$ cat src/rtl/adc_rd_pkg.sv
package adc_rd_pkg;
  typedef enum logic [1:0] {
    ST_IDLE  = 2'd0,
    ST_CNV   = 2'd1,
    ST_WAIT  = 2'd2,
    ST_SHIFT = 2'd3
  } rd_state_e;
endpackage

$ cat src/rtl/adc_rd_sclk.sv
module adc_rd_sclk #(
  parameter int unsigned DIV = 2
) (
  input  logic clk_i,
  input  logic rst_ni,
  input  logic run_i,
  output logic sclk_o,
  output logic fall_o,
  output logic rise_o
);
  localparam int unsigned CW = (DIV > 1) ? $clog2(DIV) : 1;

  logic [CW-1:0] hcnt_q;
  logic          sclk_q;
  logic          wrap;

  assign wrap = (hcnt_q == CW'(DIV - 1));

  always_ff @(posedge clk_i or negedge rst_ni) begin
    if (!rst_ni) begin
      hcnt_q <= '0;
      sclk_q <= 1'b1;
    end else if (!run_i) begin
      hcnt_q <= '0;
      sclk_q <= 1'b1;
    end else if (wrap) begin
      hcnt_q <= '0;
      sclk_q <= ~sclk_q;
    end else begin
      hcnt_q <= hcnt_q + 1'b1;
    end
  end

  assign sclk_o = sclk_q;
  // fall_o: last cycle of the high phase, data is sampled here
  assign fall_o = run_i && sclk_q && wrap;
  assign rise_o = run_i && !sclk_q && wrap;
endmodule

$ cat src/rtl/adc_rd_timer.sv
module adc_rd_timer #(
  parameter int unsigned LIMIT = 64
) (
  input  logic clk_i,
  input  logic rst_ni,
  input  logic clr_i,
  input  logic en_i,
  output logic hit_o
);
  localparam int unsigned CW = (LIMIT > 1) ? $clog2(LIMIT) : 1;

  logic [CW-1:0] cnt_q;

  assign hit_o = en_i && (cnt_q == CW'(LIMIT - 1));

  always_ff @(posedge clk_i or negedge rst_ni) begin
    if (!rst_ni)               cnt_q <= '0;
    else if (clr_i)            cnt_q <= '0;
    else if (en_i && !hit_o)   cnt_q <= cnt_q + 1'b1;
  end
endmodule

$ cat src/rtl/adc_rd_shift.sv
module adc_rd_shift #(
  parameter int unsigned RES_W = 12
) (
  input  logic             clk_i,
  input  logic             rst_ni,
  input  logic             sample_i,
  input  logic             single_i,
  input  logic             sel_i,
  input  logic             sdo_a_i,
  input  logic             sdo_b_i,
  output logic [RES_W-1:0] word_a_o,
  output logic [RES_W-1:0] word_b_o
);
  localparam int unsigned LW = 2 * RES_W;

  logic [LW-1:0]    lane_x_q;  // chained stream or line A
  logic [RES_W-1:0] lane_y_q;  // line B in two-lane mode
  logic             bit_x;

  assign bit_x = (single_i && sel_i) ? sdo_b_i : sdo_a_i;

  always_ff @(posedge clk_i or negedge rst_ni) begin
    if (!rst_ni) begin
      lane_x_q <= '0;
      lane_y_q <= '0;
    end else if (sample_i) begin
      lane_x_q <= {lane_x_q[LW-2:0], bit_x};
      lane_y_q <= {lane_y_q[RES_W-2:0], sdo_b_i};
    end
  end

  always_comb begin
    if (!single_i) begin
      word_a_o = lane_x_q[RES_W-1:0];
      word_b_o = lane_y_q;
    end else if (!sel_i) begin
      word_a_o = lane_x_q[LW-1:RES_W];
      word_b_o = lane_x_q[RES_W-1:0];
    end else begin
      word_b_o = lane_x_q[LW-1:RES_W];
      word_a_o = lane_x_q[RES_W-1:0];
    end
  end
endmodule

$ cat src/rtl/adc_rd_ctrl.sv
module adc_rd_ctrl
  import adc_rd_pkg::*;
#(
  parameter int unsigned RES_W        = 12,
  parameter int unsigned SCLK_DIV     = 2,
  parameter int unsigned CNV_W        = 4,
  parameter int unsigned BUSY_TIMEOUT = 1024
) (
  input  logic             clk_i,
  input  logic             rst_ni,
  input  logic             start_i,
  input  logic             single_lane_i,
  input  logic             lane_sel_i,
  input  logic             early_cs_i,
  input  logic             busy_i,
  input  logic             sdo_a_i,
  input  logic             sdo_b_i,
  output logic             cnv_n_o,
  output logic             cs_n_o,
  output logic             sclk_o,
  output logic             ready_o,
  output logic             valid_o,
  output logic [RES_W-1:0] res_a_o,
  output logic [RES_W-1:0] res_b_o,
  output logic             err_o
);
  localparam int unsigned NB_MAX = 2 * RES_W;
  localparam int unsigned BCW    = $clog2(NB_MAX);

  if (RES_W != 12 && RES_W != 14) begin : g_bad_width
    $error("RES_W must be 12 or 14");
  end

  rd_state_e        state_q;
  logic             single_q, sel_q, early_q;
  logic [BCW-1:0]   bit_q, last_idx;
  logic [RES_W-1:0] res_a_q, res_b_q, word_a, word_b;
  logic             valid_q, err_q;
  logic             cnv_hit, busy_hit, sclk_fall, sclk_rise;
  logic             in_cnv, in_wait, in_shift;

  assign in_cnv   = (state_q == ST_CNV);
  assign in_wait  = (state_q == ST_WAIT);
  assign in_shift = (state_q == ST_SHIFT);
  assign last_idx = single_q ? BCW'(NB_MAX - 1) : BCW'(RES_W - 1);

  adc_rd_timer #(.LIMIT(CNV_W)) u_cnv_tmr (
    .clk_i(clk_i), .rst_ni(rst_ni), .clr_i(!in_cnv), .en_i(in_cnv), .hit_o(cnv_hit)
  );

  adc_rd_timer #(.LIMIT(BUSY_TIMEOUT)) u_busy_tmr (
    .clk_i(clk_i), .rst_ni(rst_ni), .clr_i(!in_wait), .en_i(in_wait), .hit_o(busy_hit)
  );

  adc_rd_sclk #(.DIV(SCLK_DIV)) u_sclk (
    .clk_i(clk_i), .rst_ni(rst_ni), .run_i(in_shift),
    .sclk_o(sclk_o), .fall_o(sclk_fall), .rise_o(sclk_rise)
  );

  adc_rd_shift #(.RES_W(RES_W)) u_shift (
    .clk_i(clk_i), .rst_ni(rst_ni), .sample_i(sclk_fall),
    .single_i(single_q), .sel_i(sel_q),
    .sdo_a_i(sdo_a_i), .sdo_b_i(sdo_b_i),
    .word_a_o(word_a), .word_b_o(word_b)
  );

  always_ff @(posedge clk_i or negedge rst_ni) begin
    if (!rst_ni) begin
      state_q  <= ST_IDLE;
      single_q <= 1'b0;
      sel_q    <= 1'b0;
      early_q  <= 1'b0;
      bit_q    <= '0;
      res_a_q  <= '0;
      res_b_q  <= '0;
      valid_q  <= 1'b0;
      err_q    <= 1'b0;
    end else begin
      valid_q <= 1'b0;
      unique case (state_q)
        ST_IDLE: begin
          if (start_i) begin
            single_q <= single_lane_i;
            sel_q    <= lane_sel_i;
            early_q  <= early_cs_i;
            err_q    <= 1'b0;
            state_q  <= ST_CNV;
          end
        end
        ST_CNV: begin
          if (cnv_hit) state_q <= ST_WAIT;
        end
        ST_WAIT: begin
          if (!busy_i) begin
            bit_q   <= '0;
            state_q <= ST_SHIFT;
          end else if (busy_hit) begin
            err_q   <= 1'b1;
            state_q <= ST_IDLE;
          end
        end
        ST_SHIFT: begin
          if (sclk_rise) begin
            if (bit_q == last_idx) begin
              res_a_q <= word_a;
              res_b_q <= word_b;
              valid_q <= 1'b1;
              state_q <= ST_IDLE;
            end else begin
              bit_q <= bit_q + 1'b1;
            end
          end
        end
        default: state_q <= ST_IDLE;
      endcase
    end
  end

  assign cnv_n_o = !in_cnv;
  assign cs_n_o  = !(in_shift || (in_wait && early_q));
  assign ready_o = (state_q == ST_IDLE);
  assign valid_o = valid_q;
  assign res_a_o = res_a_q;
  assign res_b_o = res_b_q;
  assign err_o   = err_q;
endmodule

$ cat config.mk
export PLATFORM = sky130hd
export DESIGN_NAME = adc_rd_ctrl
export DESIGN_NICKNAME = d
export VERILOG_FILES = /design/src/rtl/adc_rd_pkg.sv /design/src/rtl/adc_rd_sclk.sv /design/src/rtl/adc_rd_timer.sv /design/src/rtl/adc_rd_shift.sv /design/src/rtl/adc_rd_ctrl.sv
export SDC_FILE = /design/constraint.sdc
export NUM_CORES = 1
export LEC_CHECK = 0
export ABC_AREA = 1
export BUFFER_PORTS_ARGS = -buffer_cell sky130_fd_sc_hd__clkbuf_2
export CORE_MARGIN = 2
export CORE_UTILIZATION = 55
export CTS_CLUSTER_DIAMETER = 30
export DETAILED_ROUTE_END_ITERATION = 6
export GPL_ROUTABILITY_DRIVEN = 0
export GPL_TIMING_DRIVEN = 0
export PLACE_DENSITY_LB_ADDON = 0.08
export SYNTH_ARGS = -nofsm -noshare
export SYNTH_HDL_FRONTEND = slang
export SYNTH_SLANG_ARGS = --single-unit
$ cat constraint.sdc
create_clock -name clk_i -period 4 [get_ports clk_i]
set_input_delay 1.2 -clock clk_i [delete_from_list [all_inputs] [get_ports clk_i]]
set_output_delay 1.2 -clock clk_i [all_outputs]
set_load 0.01 [all_outputs]
==> impl_metrics.yaml <==
setup_path:
  cp.arrival_ps: 1220
  worstSetupEndpointType: "output port"
  r2r_slack_ps: 2330
  startpoint_type: "flip-flop"
  path_max_fanout: 8
  critical_path.top_delay_family: "flip-flops"
  critPathKind: "reg2out"
  slowest_stage: "dfrtp_1"
  cp_num_buf_inv: 2
  cpPeakStageDelay_ps: 370
  worstPathRequired_ps: 2800
  path_cells: "buf_4 > nor2_1 > clkbuf_2"
sta:
  setup_ws_ps: 1576
  hold_viol: 0
  fin_crit_ps: 2424
  period_share_pct: 60.61
  fin_tns_setup_ps: 0
  whs_ps: 477.7
  rsz0062_at_grt: "false"
  tightestPinTransition_ps: 479.5
  max_freq_mhz: 412.5
  fin_skew_ps: 7.779
  drv_slew: 0
  setup_viol: 0
  slew_headroom_pct: 68.03
finish:
  finalCoreUtilization_pct: 65.88
  nets: 525
  syn_to_final_growth_pct: 14.96
  drive_above_1_share_pct: 16.80
  diodes: 0
  stdcell_count: 614
  final_area_um2: 4501
floorplanning:
  die_y_um: 88.37
  io_pins: 39
  core_um2: 6832
  num_rows: 30
  dieArea_um2: 7809
  start_util_pct: 57.31
  die_w_um: 88.37
placement:
  placed_area_um2: 4255
  io_buffer_count: 38
  dp_cells: 598
  place_hpwl_mm: 5.941
  dp_worst_setup_slack_ps: 1974
clock_tree:
  post-cts-setup-buffers: 0
  cts_buffers: 9
  cts_resized: 0
  root_buffer: "clkbuf_8"
  ctsLongestPathBuffers: 2
  ctsHoldBuffers: 0
  numClockSinks: 86
  clk_pin_slew_ps: 80
  cts_tree: "built"
  insertion_delay_ps: 360
  htree_levels: 3
route:
  postRouteAntennaNets: 0
  wl_mm: 8.214
  routedWlPerCell_um: 13.38
  vias_per_cell: 5.236
  met1Wirelength_mm: 3.638
  met3WireLength_um: 330
  vias: 3215
  routed.top_layer: "met4"
  wl_met2_mm: 4.016
  dr.pass1.iters: 4
  post-route-drc-count: 0
  drt_iter0_drc: 235
worst_hold_path:
  holdCritPathClass: "reg2reg"
grt:
  grt_pass1_wl_mm: 13.85
  first_global_vias: 3075
  gr-total-overflow: 0
  grt_usage_pct: 23.10
  antenna_found_initial: 0
  grt_start_max_net_pins: 58
synthesis:
  yosysSeqAreaShare_pct: 55.00
  avgSynthCellArea_um2: 8.456
  ys_warn_count: 0
  async_flop_share_pct: 100.0
  synth_cell_types: 30
  yosysMostFrequentCell: "nand2_1"
  yosysTopAreaCell: "dfrtp_1"
  ys.flop_type: "dfrtp_1"
  synth.top_cell.area_share_pct: 54.33
  ys_ff_latch: 86
  postSynthNetCount: 475
  synth_area_leaders: "dfrtp_1 54%, nand2_1 15%, o21ai_0 8.1%"
  syn_area_um2: 3915
  synth_top_cells_by_count: "154 x nand2_1, 85 x dfrtp_1, 63 x o21ai_0"
  syn_inst: 463
  synth_edf_count: 0
power_and_ir_drop:
  powerDensity_nw_per_um2: 534.5
  p_leak_nw: 2.208
  power_mw: 2.406
  irDropWorstVdd_mv: 0.3236
flow_run:
  drv_cap: 0
run_status:
  status: "finished clean"
## report_power, final
part	total (mW)	internal, mW	switching [mW]
Sequential	1.07	0.981	0.0900
Combinational	0.604	0.202	0.401
Clock	0.731	0.418	0.313
## layout make-up
| class | count | area [µm²] |
|---|---|---|
| Timing Repair Buffer | 39 | 220.2 |
| Buffer | 19 | 118.9 |
| Sequential cell | 86 | 2153 |
| Inverter | 52 | 197.7 |
| Clock inverter | 7 | 121.4 |
| Clock buffer | 9 | 123.9 |
| Tap cell | 96 | 120.1 |
| Multi-Input combinational cell | 306 | 1445 |
| Fill cell | 600 | 2331 |
## worst register-to-register path: cells and delay by family (launching register included)
family / cells / cell delay [ps]
AND/OR/NAND/NOR: 7 / 960
flip-flops: 1 / 400
adder cells (fa/ha/maj): 1 / 220
## worst paths after layout
kind                            depth (start not counted)             to                 from
worst max-delay path                                    3        ready_o           state_q[0]
worst min-delay path                                    1  u_sclk.hcnt_q        u_sclk.hcnt_q
worst max register to register                          8     state_q[1]  u_busy_tmr.cnt_q[0]
worst min register to register                          1  u_sclk.hcnt_q        u_sclk.hcnt_q
max in group asynchronous                               2  u_sclk.sclk_o               rst_ni
min in group asynchronous                               1     res_a_o[6]               rst_ni
## routing by layer
metal  vias up  track usage (%)
li1       1597                -
met1      1525            29.84
met2        71            38.07
met3        22            4.851
met4         0            9.642
met5         -                0
## flip-flops by register name, summed over array words and instances (netlist names)
| register | cells |
|---|---|
| u_busy_tmr.cnt_q | 10 |
| u_shift.lane_y_q | 12 |
| u_sclk.sclk_o | 1 |
| u_cnv_tmr.cnt_q | 2 |
| sel_q | 1 |
| err_o | 1 |
| bit_q | 5 |
| valid_o | 1 |
| single_q | 1 |
| u_sclk.hcnt_q | 1 |
| u_shift.lane_x_q | 24 |
| state_q | 2 |
| res_a_o | 12 |
| early_q | 1 |
| res_b_o | 12 |
## kinds of logic (layout without fill, tap and decap cells)
group | count (synthesis) | after routing | share of synthesized area, %
xor+xnor | 4 | 4 | 0.8950
fa+ha+maj | 3 | 3 | 0.9589
mux | 2 | 2 | 0.5752
buf+inv | 71 | 126 | 8.086
simple gates | 202 | 202 | 21.06
compound gates | 95 | 95 | 13.42
flops | 86 | 86 | 55.00
## cells in the final DEF, fill, tap and decap left out, types with 2 or more instances in the layout
master | netlist | final
buf_6 | 3 | 3
clkbuf_2 | 2 | 39
ha_1 | 3 | 3
clkbuf_8 | 0 | 9
a31oi_1 | 6 | 6
bufinv_16 | 0 | 3
nand4_1 | 3 | 3
clkinv_4 | 0 | 2
nand2_2 | 3 | 3
nor2_2 | 2 | 2
mux2_2 | 2 | 2
inv_2 | 2 | 2
xor2_1 | 3 | 3
buf_4 | 3 | 3
nand3_1 | 14 | 14
buf_2 | 9 | 9
clkbuf_1 | 2 | 2
o221ai_1 | 11 | 11
dfrtp_1 | 85 | 85
inv_1 | 49 | 49
nor2_1 | 21 | 21
nand2_1 | 154 | 154
o21ai_0 | 63 | 63
a21oi_1 | 14 | 14
Power figures use the tool's default switching activity.
